===== src/rtl/conv_enc_pkg.sv =====
package conv_enc_pkg;
  localparam int unsigned CONSTR_LEN = 7;
  localparam logic [CONSTR_LEN-1:0] GEN_A = 7'o133;
  localparam logic [CONSTR_LEN-1:0] GEN_B = 7'o171;

  // {keep 133 parity, keep 171 parity}
  function automatic logic [1:0] keep_mask(input logic [1:0] rate, input logic [1:0] col);
    logic [1:0] m;
    case (rate)
      2'd1: m = (col == 2'd0) ? 2'b11 : 2'b10;
      2'd2: begin
        case (col)
          2'd0: m = 2'b11;
          2'd1: m = 2'b10;
          default: m = 2'b01;
        endcase
      end
      default: m = 2'b11;
    endcase
    return m;
  endfunction

  function automatic logic [1:0] col_count(input logic [1:0] rate);
    logic [1:0] c;
    case (rate)
      2'd1: c = 2'd2;
      2'd2: c = 2'd3;
      default: c = 2'd1;
    endcase
    return c;
  endfunction
endpackage


===== src/rtl/conv_core.sv =====
module conv_core #(
  parameter int unsigned K = 7,
  parameter logic [K-1:0] G1 = 7'o133,
  parameter logic [K-1:0] G2 = 7'o171,
  localparam int unsigned MEM = K - 1,
  localparam int unsigned TW = $clog2(MEM + 1)
) (
  input  logic           clk_i,
  input  logic           rst_ni,
  input  logic           clear_i,
  input  logic           shift_i,
  input  logic           flush_i,
  input  logic           data_i,
  output logic [1:0]     code_o,
  output logic           tail_o,
  output logic [MEM-1:0] state_o
);
  logic [MEM-1:0] hist_q;
  logic [TW-1:0]  tail_cnt_q;
  logic           in_bit;
  logic [K-1:0]   win;

  assign tail_o  = (tail_cnt_q != '0);
  assign in_bit  = tail_o ? 1'b0 : data_i;
  assign win     = {in_bit, hist_q};
  assign code_o  = {^(win & G1), ^(win & G2)};
  assign state_o = hist_q;

  always_ff @(posedge clk_i or negedge rst_ni) begin
    if (!rst_ni) begin
      hist_q     <= '0;
      tail_cnt_q <= '0;
    end else if (clear_i) begin
      hist_q     <= '0;
      tail_cnt_q <= '0;
    end else begin
      if (shift_i) hist_q <= {in_bit, hist_q[MEM-1:1]};
      if (tail_o && shift_i) tail_cnt_q <= tail_cnt_q - 1'b1;
      else if (flush_i && !tail_o) tail_cnt_q <= TW'(MEM);
    end
  end
endmodule


===== src/rtl/punct_ctrl.sv =====
module punct_ctrl
  import conv_enc_pkg::*;
(
  input  logic       clk_i,
  input  logic       rst_ni,
  input  logic       clear_i,
  input  logic       step_i,
  input  logic [1:0] rate_i,
  output logic [1:0] keep_o
);
  logic [1:0] col_q;
  logic       wrap;

  // wrap also covers a column left out of range by a rate change
  assign wrap   = ({1'b0, col_q} + 3'd1) >= {1'b0, col_count(rate_i)};
  assign keep_o = keep_mask(rate_i, col_q);

  always_ff @(posedge clk_i or negedge rst_ni) begin
    if (!rst_ni)      col_q <= '0;
    else if (clear_i) col_q <= '0;
    else if (step_i)  col_q <= wrap ? 2'd0 : col_q + 2'd1;
  end
endmodule


===== src/rtl/bit_serializer.sv =====
module bit_serializer (
  input  logic       clk_i,
  input  logic       rst_ni,
  input  logic       load_i,
  input  logic [1:0] code_i,
  input  logic [1:0] keep_i,
  input  logic       ready_i,
  output logic       valid_o,
  output logic       bit_o,
  output logic       free_o
);
  logic [1:0] cnt_q;
  logic [1:0] buf_q;
  logic       fire;

  assign valid_o = (cnt_q != 2'd0);
  assign bit_o   = buf_q[1];
  assign fire    = valid_o && ready_i;
  assign free_o  = (cnt_q == 2'd0) || ((cnt_q == 2'd1) && fire);

  always_ff @(posedge clk_i or negedge rst_ni) begin
    if (!rst_ni) begin
      cnt_q <= '0;
      buf_q <= '0;
    end else if (load_i) begin
      case (keep_i)
        2'b11:   begin buf_q <= code_i;          cnt_q <= 2'd2; end
        2'b10:   begin buf_q <= {code_i[1], 1'b0}; cnt_q <= 2'd1; end
        2'b01:   begin buf_q <= {code_i[0], 1'b0}; cnt_q <= 2'd1; end
        default: begin buf_q <= '0;              cnt_q <= 2'd0; end
      endcase
    end else if (fire) begin
      buf_q <= {buf_q[0], 1'b0};
      cnt_q <= cnt_q - 2'd1;
    end
  end
endmodule


===== src/rtl/conv_punct_enc.sv =====
module conv_punct_enc
  import conv_enc_pkg::*;
#(
  parameter int unsigned K = CONSTR_LEN,
  parameter logic [K-1:0] G1 = GEN_A,
  parameter logic [K-1:0] G2 = GEN_B,
  localparam int unsigned MEM = K - 1
) (
  input  logic       clk_i,
  input  logic       rst_ni,
  input  logic       start_i,
  input  logic       flush_i,
  input  logic [1:0] rate_i,
  input  logic       data_i,
  input  logic       data_valid_i,
  output logic       data_ready_o,
  output logic       coded_o,
  output logic       coded_valid_o,
  input  logic       coded_ready_i
);
  logic           tail_act;
  logic           slot_free;
  logic           shift;
  logic [1:0]     code;
  logic [1:0]     keep;
  logic [MEM-1:0] state_q;

  assign shift        = slot_free && !start_i && (tail_act || data_valid_i);
  assign data_ready_o = slot_free && !start_i && !tail_act;

  conv_core #(.K(K), .G1(G1), .G2(G2)) u_core (
    .clk_i   (clk_i),
    .rst_ni  (rst_ni),
    .clear_i (start_i),
    .shift_i (shift),
    .flush_i (flush_i),
    .data_i  (data_i),
    .code_o  (code),
    .tail_o  (tail_act),
    .state_o (state_q)
  );

  punct_ctrl u_punct (
    .clk_i   (clk_i),
    .rst_ni  (rst_ni),
    .clear_i (start_i),
    .step_i  (shift),
    .rate_i  (rate_i),
    .keep_o  (keep)
  );

  bit_serializer u_ser (
    .clk_i   (clk_i),
    .rst_ni  (rst_ni),
    .load_i  (shift),
    .code_i  (code),
    .keep_i  (keep),
    .ready_i (coded_ready_i),
    .valid_o (coded_valid_o),
    .bit_o   (coded_o),
    .free_o  (slot_free)
  );
endmodule


===== config.mk =====
export PLATFORM = sky130hd
export DESIGN_NAME = conv_punct_enc
export DESIGN_NICKNAME = d
export VERILOG_FILES = /design/src/rtl/conv_enc_pkg.sv /design/src/rtl/conv_core.sv /design/src/rtl/punct_ctrl.sv /design/src/rtl/bit_serializer.sv /design/src/rtl/conv_punct_enc.sv
export SDC_FILE = /design/constraint.sdc
export NUM_CORES = 1
export LEC_CHECK = 0
export CAP_MARGIN = 20
export CELL_PAD_IN_SITES_DETAIL_PLACEMENT = 1
export CELL_PAD_IN_SITES_GLOBAL_PLACEMENT = 2
export CORE_UTILIZATION = 34
export CTS_CLUSTER_SIZE = 24
export DETAILED_ROUTE_END_ITERATION = 16
export GPL_ROUTABILITY_DRIVEN = 0
export HOLD_SLACK_MARGIN = 0.03
export PLACE_DENSITY = 0.87
export SLEW_MARGIN = 20
export SYNTH_ARGS = -nofsm -noshare
export SYNTH_HDL_FRONTEND = slang
export SYNTH_SLANG_ARGS = --single-unit

===== constraint.sdc =====
create_clock -name clk_i -period 1.9 [get_ports clk_i]
set_input_delay 0.38 -clock clk_i [delete_from_list [all_inputs] [get_ports clk_i]]
set_output_delay 0.38 -clock clk_i [all_outputs]
set_load 0.005 [all_outputs]

# Word-level counts from Yosys, hierarchy flattened

Cells that the tools add are included.

Input port bits: 9
Memory bits (read-only): 0
Output and inout port bits: 3
Register bits after elaboration: 15
Memories: 0
Memory bits (writable): 0
Word-level logic and storage cells: 57
Bits in latches: 0

Shifts and indexed selects: 0
Equality and inequality tests: 7
Magnitude comparators: 1
Bitwise gates (word level): 0
Divide/modulo/power cells: 0
Reduce and logical (&&, ||, !) cells: 21
Muxes and demuxes: 19
Add/sub/neg operators: 4
Multipliers: 0

Operators by type and width:

| cell                                                                | count |
|---|---|
| 2-bit case mux with 2 select lines                                  | 4 |
| 2-bit two-way mux                                                   | 7 |
| 7-bit parity                                                        | 2 |
| 6-bit two-way mux                                                   | 2 |
| 3-bit two-way mux                                                   | 3 |
| 2-bit by 1-bit == test with 1-bit output (second input constant)    | 4 |
| 1-bit logical AND                                                   | 7 |
| 2-bit == test (second input constant)                               | 3 |
| 2-bit case mux with 3 select lines                                  | 1 |
| 2-bit nonzero test                                                  | 3 |
| 3-bit nonzero test                                                  | 2 |
| 2-bit zero test                                                     | 2 |
| 2-bit by 1-bit adder with 3-bit output (second input constant)      | 1 |
| 3-bit by 2-bit >= comparator with 1-bit output                      | 1 |
| 3-bit by 1-bit subtractor with 3-bit output (second input constant) | 1 |
| 2-bit by 1-bit adder with 2-bit output (second input constant)      | 1 |
| 1-bit zero test                                                     | 2 |
| 1-bit logical OR                                                    | 2 |
| 1-bit two-way mux                                                   | 2 |
| 2-bit OR reduction                                                  | 1 |
| 2-bit by 1-bit subtractor with 2-bit output (second input constant) | 1 |

# Depth between registers and ports, before layout

Gate-level depths: netlist (run 1).

Word-level depth: 9
Mapped depth: 8
Depth with buffers taken out: 8

# Modules after synthesis

A second synthesis (run 1) with hierarchy kept.

Cell total of the unflattened synthesis: 111
Area, all modules: 1084.8 sq um

By module, submodules not included:

| module         | area each (sq um) | times used | seq. area each (sq um) | cells each |
|---|---|---|---|---|
| conv_core      | 485.5             | 1          | 225.2                  | 47 |
| bit_serializer | 325.3             | 1          | 100.1                  | 33 |
| punct_ctrl     | 249.0             | 1          | 50.0                   | 27 |
| conv_punct_enc | 25.0              | 1          | 0.0                    | 4 |

# Worst setup path before layout (run 1)

Ideal clock, no wire load.

Path kind: input-to-reg
Start point: input port rate_i[0]
End point: register u_punct.col_q[1]
Cell stages on the path: 7
Arrival: 1.619 ns
Slack: 0.148 ns
Cell sequence: inv_1 ha_1 inv_1 fa_1 o31a_1 nand3_1 a21oi_1

Cells in the longest elaborated chain, start to end: 6
Elaborated cells on any way between the ends: 7
Those cells by class: order compare (1); eq/ne (2); mux (4)

RTL lines:

| what                                                                      | RTL line             | RTL |
|---|---|---|
| from (decl)                                                               | conv_punct_enc.sv:13 | `input logic [1:0] rate_i,` |
| 2-bit == test or 2-bit by 1-bit == test with 1-bit output (tied branches) | conv_enc_pkg.sv:25   | `case (rate)` |
| 2-bit case mux with 2 select lines (*)                                    | conv_enc_pkg.sv:25   |  |
| 3-bit by 2-bit >= comparator with 1-bit output (*)                        | punct_ctrl.sv:15     | `assign wrap = ({1'b0, col_q} + 3'd1) >= {1'b0, col_count(rate_i)};` |
| 2-bit two-way mux (*) (2 in series)                                       | punct_ctrl.sv:21     | `else if (step_i) col_q <= wrap ? 2'd0 : col_q + 2'd1;` |
| 2-bit two-way mux (*)                                                     | punct_ctrl.sv:20     | `else if (clear_i) col_q <= '0;` |
| to (signal assigned)                                                      | punct_ctrl.sv:21     |  |
| to (decl)                                                                 | punct_ctrl.sv:11     | `logic [1:0] col_q;` |

Every way passes the cells marked *; elsewhere a longest branch is shown, timed or not. The select of a mux whose other input is x is not followed.
A chain may end at the register's enable or synchronous reset.

# Final worst setup path (run 1)

Start point: register u_core.tail_cnt_q[0]
End point: output port data_ready_o

Cells in the longest elaborated chain, start to end: 3

RTL lines:

| what                   | RTL line             | RTL |
|---|---|---|
| from (decl)            | conv_core.sv:19      | `logic [TW-1:0] tail_cnt_q;` |
| from (signal assigned) | conv_core.sv:38      | `if (tail_o && shift_i) tail_cnt_q <= tail_cnt_q - 1'b1;` |
| from (signal assigned) | conv_core.sv:39      | `else if (flush_i && !tail_o) tail_cnt_q <= TW'(MEM);` |
| 3-bit nonzero test     | conv_core.sv:23      | `assign tail_o = (tail_cnt_q != '0);` |
| 1-bit zero test        | conv_punct_enc.sv:29 | `assign data_ready_o = slot_free && !start_i && !tail_act;` |
| 1-bit logical AND      | conv_punct_enc.sv:29 |  |
| to (decl)              | conv_punct_enc.sv:16 | `output logic data_ready_o,` |

Every way passes these cells.

==> results.py, run 1 <==
metrics = {
    "yosys": {
        "synth_seq_cells": 15,
        "netlist_area_mm2": 0.00103,
        "avgSynthCellArea_um2": 9.31,
        "synth_cells": 111,
        "yosysUniqueCellTypes": 33,
        "yosysSeqAreaShare_pct": 36.3,
        "syn_nets": 131,
        "yosysWarnings": 0,
    },
    "cts": {
        "cts_tree": "done",
        "clk_pin_slew_ns": 0.10,
        "hold_buffers": 0,
        "clockRootBuffer": "clkbuf_4",
        "cts_made_buffers": 3,
        "cts.sink_count": 15,
        "clk_path_buf_depth": 2,
        "htree_levels": 1,
        "clkLatencyLatePin_ns": 0.30,
    },
    "finish": {
        "fin_util_pct": 46.6,
        "final_cell_mix": "dfrtp_1, inv_1, buf_4",
        "antennaDiodeCount": 0,
        "drive_gt1_share_pct": 15.9,
        "fin_nets": 153,
        "design_area_mm2": 0.00132,
        "layout_commonest_cell": "dfrtp_1",
        "areaGrowthSynthToFinish_pct": 27.6,
    },
    "critical_path": {
        "crit_chain": "inv_1 > ha_2 > nand2b_1 > nor3_2 > clkdlybuf4s15_1",
        "crit_buf_inv": 2,
        "critical-path-slowest-cell": "dfrtp_1",
        "worstPathMaxFanout": 3,
        "arrival_ns": 1.43,
        "crit_family": "flip-flops",
        "slowest_delay_ns": 0.41,
        "endpoint_kind": "output port",
        "critPathKind": "flip-flop to output port",
        "required_ns": 1.52,
        "start_kind": "flip-flop",
    },
    "power": {
        "comb_power_share_pct": 56.7,
        "pwr-share-clk_pct": 12.7,
        "p_leak_nw": 0.588,
        "pwr-share-seq_pct": 30.6,
        "switching_power_mw": 0.637,
        "internal-power_mw": 0.934,
        "switching_share_pct": 40.5,
        "vdd_drop_max_mv": 0.541,
        "p_per_area_mw_per_mm2": 1190,
    },
    "sta": {
        "clock_skew_ns": 0.00456,
        "hold_ws_ns": 0.396,
        "worst_pin_slew_ns": 0.297,
        "setup_viol": 0,
        "slew_violations": 0,
        "rsz0062_at_grt": "no",
        "hold_violations": 0,
        "fin_crit_ns": 1.81,
        "fmax_ghz": 0.554,
        "finalCritPeriodShare_pct": 95.0,
        "maxSlewHeadroom_pct": 80.2,
    },
    "global_routing": {
        "antenna_found_initial": 0,
        "grt_usage_pct": 16.9,
        "grt_start_max_net_pins": 23,
        "grt_pass1_vias": 953,
        "grt_pass1_wl_mm": 4.22,
        "gr-total-overflow": 0,
    },
    "die": {
        "io_pins": 12,
        "die_h_um": 57.1,
        "start_util_pct": 36.5,
        "die_w_um": 57.1,
        "rows": 19,
        "die_area_mm2": 0.00326,
        "design.core.area_mm2": 0.00283,
    },
    "drt": {
        "drt_iter0_drc": 17,
        "routedWlPerCell_um": 14.5,
        "first_pass_iters": 10,
        "routed_wl_mm": 2.36,
        "drc": 2,
        "vias": 831,
        "ant_nets": 0,
        "via_per_inst": 5.10,
    },
    "min_path": {
        "worstHoldPathType": "input port to async pin",
    },
    "placed_design": {
        "portBuffers": 11,
        "dpl_cell_area_mm2": 0.00125,
        "dp_hpwl_mm": 1.81,
    },
    "run_status": {
        "status": "finished with violations",
        "violations": "design-rule violations",
    },
    "job": {
        "max-cap-violations": 0,
    },
}
[state kept, by name (all words and copies together) (netlist names)]
signal	flops
u_punct.col_q	2
u_ser.cnt_q	2
u_core.state_o	6
u_ser.buf_q	2
u_core.tail_cnt_q	3
[synth_stat cells]
master / n / area share, %
clkbuf_1: 3 / 1.1
mux2i_1: 4 / 3.9
a21o_1: 1 / 0.73
o211ai_1: 1 / 0.73
nor2_1: 5 / 1.8
xor2_1: 1 / 0.85
nor3_1: 5 / 2.4
nor3b_1: 2 / 1.5
nor2b_1: 2 / 1.2
inv_1: 11 / 4.0
nand3b_1: 4 / 2.9
and2b_1: 1 / 0.73
xnor3_1: 1 / 2.2
maj3_1: 1 / 0.97
dfrtp_1: 15 / 36
o21ai_0: 9 / 4.4
nand2_1: 7 / 2.5
o31ai_1: 2 / 1.5
nand2b_1: 8 / 4.8
nand3_1: 2 / 0.97
fa_1: 1 / 1.9
a31o_1: 1 / 0.85
a311o_1: 1 / 0.97
o21a_1: 1 / 0.73
xnor2_1: 2 / 1.7
or2b_1: 1 / 0.73
o22ai_1: 1 / 0.61
a21boi_0: 1 / 0.73
o31a_1: 1 / 0.85
buf_2: 1 / 0.48
a21oi_1: 4 / 1.9
o311a_1: 1 / 0.97
ha_1: 10 / 12
[metal layers]
metal	global-route usage (%)	wire length, um	up-vias
met3	4.76	61	5
met1	19.5	1090	398
met5	0	0	-
met2	29.7	1180	11
met4	6.27	30	0
li1	-	-	417
[cell families (layout without fill, tap and decap cells)]
| logic type | after synthesis | after routing | synth area share, % |
|---|---|---|---|
| and+or+nand+nor | 37 | 37 | 19.6 |
| AOI/OAI and AO/OA | 24 | 24 | 14.9 |
| DFF | 15 | 15 | 36.3 |
| buffers and inverters | 15 | 36 | 5.57 |
| adders and majority gates | 12 | 12 | 15.0 |
| xor gates and xnor gates | 4 | 4 | 4.72 |
| muxes | 4 | 4 | 3.87 |
[layout make-up]
cell class,count,area [um^2]
flip-flops and latches,15,375
well taps,31,38.8
fillers,325,1510
repair buffers,21,201
clock buffers,3,22.5
multi-input cells,81,632
inverters,11,41.3
clock inverters,1,7.51
[power by group through the flow]
stage	Combinational [mW]	Clock, mW	Sequential [mW]
floorplan	0.555	0	0.468
global placement	0.798	0	0.481
detailed placement	0.847	0	0.490
CTS	0.881	0.206	0.483
global route	1.01	0.221	0.495
finish	0.891	0.199	0.480
[per-stage QoR]
step / setup WS [ns] / instances / TNS [ns] / power, mW
6_report: 0.0947 / 163 / 0 / 1.57
4_1_cts: 0.00419 / 163 / 0 / 1.57
2_1_floorplan: 0.148 / 111 / 0 / 1.02
3_5_place_dp: -0.408 / 158 / -2.08 / 1.34
3_3_place_gp: -0.355 / 158 / -1.69 / 1.28
5_1_grt: 0.00374 / 163 / 0 / 1.73
[final timing paths]
path	from	end	slack, ns	cells after the start
max	u_core.tail_cnt_q[0]	data_ready_o	0.09	5
max in group asynchronous	rst_ni	u_ser.cnt_q[1]	1.32	2
max reg2reg	u_core.tail_cnt_q[0]	u_ser.buf_q[1]	0.13	7
min reg2reg	u_core.state_o[2]	u_core.state_o[1]	0.51	2
min	rst_ni	u_punct.col_q[0]	0.40	2
min in group clk_i	u_core.state_o[2]	u_core.state_o[1]	0.51	2
[what timing repair did]
item,in CTS,in global routing
resized for setup,6,7
endpoints found under the setup margin,5,6
setup buffers,1,0
pin swaps,1,0
No activity file was read; power rests on OpenSTA's default activity.
==> inputs of run 2 (changes only) <==
--- a/config.mk
+++ b/config.mk
@@ -9,6 +9,7 @@
 export CELL_PAD_IN_SITES_DETAIL_PLACEMENT = 1
 export CELL_PAD_IN_SITES_GLOBAL_PLACEMENT = 2
 export CORE_UTILIZATION = 34
+export CTS_BUF_LIST = sky130_fd_sc_hd__clkbuf_16
 export CTS_CLUSTER_SIZE = 24
 export DETAILED_ROUTE_END_ITERATION = 16
 export GPL_ROUTABILITY_DRIVEN = 0
==> run 2 against run 1 <==
Effect of this change:
- worst setup slack worse by 0.0019 ns
- the flow still finishes with violations (design-rule violations)
- power is 20% higher
- utilization is 2.3 points higher
- highest routed layer unchanged
- clock skew hardly changed
- maximum frequency is 0.10% lower
- clock-buffer cell count stayed put
- critical path depth is 1 lower
- clock power is 110% higher
==> results.py, run 2 (synthesis results as in run 1) <==
metrics = {
    "finish": {
        "areaGrowthSynthToFinish_pct": 34.0,
        "fin_nets": 153,
        "largest_reg_flops": 6,
        "layout_commonest_cell": "dfrtp_1",
        "final_cell_mix": "dfrtp_1, inv_1, buf_4",
        "multi_input_comb_area_um2": 653,
        "seqCellArea_um2": 375,
        "design_area_mm2": 0.00139,
        "drive_gt1_share_pct": 17.4,
        "fillers": 321,
        "antennaDiodeCount": 0,
    },
    "power": {
        "comb_power_share_pct": 51.7,
        "vdd_drop_max_mv": 0.686,
        "p_per_area_mw_per_mm2": 1360,
        "p_leak_nw": 0.605,
        "switching_power_mw": 0.700,
        "pwr-share-clk_pct": 22.4,
        "switching_share_pct": 37.2,
        "pwr-share-seq_pct": 25.9,
        "internal-power_mw": 1.18,
        "power.total_mw": 1.88,
    },
    "global_routing": {
        "grt_busiest_layer": "met2",
        "grtUsageMet1_pct": 19.9,
        "grt_usage_pct": 18.2,
        "use_met2_pct": 33.4,
        "grt_start_max_net_pins": 23,
        "antenna_found_initial": 0,
        "grt_pass1_vias": 954,
        "grt_pass1_wl_mm": 4.42,
        "use_met3_pct": 4.99,
        "gr-total-overflow": 0,
    },
    "sta": {
        "worst_pin_slew_ns": 0.304,
        "rsz0062_at_grt": "no",
        "fin_tns_setup_ns": 0,
        "slew_violations": 0,
        "fmax_ghz": 0.553,
        "finalCritPeriodShare_pct": 95.1,
        "fin_crit_ns": 1.81,
        "fin_ws_ns": 0.0928,
        "maxSlewHeadroom_pct": 79.7,
        "setup_viol": 0,
        "hold_violations": 0,
        "clock_skew_ns": 0.00439,
    },
    "die": {
        "design.core.area_mm2": 0.00283,
        "die_h_um": 57.1,
        "start_util_pct": 36.5,
        "io_pins": 12,
        "die_w_um": 57.1,
        "die_area_mm2": 0.00326,
        "rows": 19,
    },
    "critical_path": {
        "slowest_delay_ns": 0.49,
        "worstPathMaxFanout": 3,
        "arrival_ns": 1.43,
        "critical-path-slowest-cell": "clkdlybuf4s50_1",
        "crit_chain": "inv_1 > ha_2 > inv_1 > clkdlybuf4s50_1",
        "crit_top_cell": "inv_1",
        "critPathKind": "flip-flop to output port",
        "required_ns": 1.52,
        "start_kind": "flip-flop",
        "endpoint_kind": "output port",
    },
    "drt": {
        "ant_nets": 0,
        "routed_wl_mm": 2.60,
        "first_pass_iters": 10,
        "routedWlPerCell_um": 15.9,
        "vias": 844,
        "drt_iter0_drc": 8,
        "drc": 2,
        "via_per_inst": 5.18,
    },
    "cts": {
        "clkLatencyLatePin_ns": 0.25,
        "cts_tree": "done",
        "htree_levels": 1,
        "hold_buffers": 0,
        "clockRootBuffer": "clkbuf_16",
        "cts.sink_count": 15,
        "clk_pin_slew_ns": 0.05,
        "clk_path_buf_depth": 2,
        "cts_made_buffers": 3,
    },
    "placed_design": {
        "dp_hpwl_mm": 1.81,
        "portBuffers": 11,
        "dpl_cell_area_mm2": 0.00125,
        "pre_cts_ws_ns": -0.408,
    },
    "run_status": {
        "violations": "design-rule violations",
        "status": "finished with violations",
    },
    "job": {
        "max-cap-violations": 0,
    },
    "min_path": {
        "worstHoldPathType": "input port to async pin",
    },
}
==> run 2: cell types whose count changed in the layout (fill, tap and decap cells not counted), sizes merged <==
cell,before,now
clkdlybuf4s15,1,0
dlygate4sd2,1,3
clkdlybuf4s50,7,8
dlymetal6s2s,2,0
==> run 2: final timing paths <==
kind / start / to / slack (ns) / cells after the start
worst max-delay path: u_ser.cnt_q[0] / coded_valid_o / 0.09 / 4
worst min-delay path: rst_ni / u_ser.cnt_q[0] / 0.45 / 2
worst max register to register: u_core.tail_cnt_q[1] / u_ser.buf_q[1] / 0.10 / 7
worst min register to register: u_core.tail_cnt_q[0] / u_core.tail_cnt_q[0] / 0.49 / 1
max in group asynchronous: rst_ni / u_core.tail_cnt_q[1] / 1.27 / 2
min in group clk_i: u_core.tail_cnt_q[0] / u_core.tail_cnt_q[0] / 0.49 / 1
==> run 2: worst max-delay path: cells and delay by family (launching register included) <==
family	cells	cell delay [ns]
buffers and inverters	3	0.60
DFF	1	0.38
adders and majority gates	1	0.20
==> run 2: per-stage QoR <==
step,hold WS [ns],cells,util [%]
finish,0.454,163,49.0
global placement,0.461,158,44.2
detailed placement,0.494,158,44.2
CTS,0.464,162,48.3
global route,0.476,163,49.0
floorplan,0.0844,111,-
==> run 2: power groups by stage <==
stage                     Combinational (mW)  Clock [mW]  Sequential, mW
after global routing                    1.09       0.440           0.495
final                                  0.972       0.422           0.486
after floorplan                        0.555           0           0.468
after detailed placement               0.847           0           0.490
after CTS                              0.930       0.430           0.488
after global placement                 0.798           0           0.481
==> run 2: routing by layer <==
layer  wire (um)  part of all wire (%)
met4          37                   1.4
met2        1350                    52
met1        1160                    45
met5           0                     0
met3          55                   2.1
==> run 2: timing repair <==
action / in CTS / in global routing
buffers inserted: 0 / 1
setup endpoints to repair: 6 / 4
pin swaps: 1 / 0
resized for setup: 9 / 5
==> run 2: layout make-up <==
type	instances	area share (%)
multi-input cells	81	47.2
flip-flops and latches	15	27.1
repair buffers	21	14.0
clock buffers	3	5.42
inverters	11	2.98
well taps	31	2.80
clock inverters	1	0.542
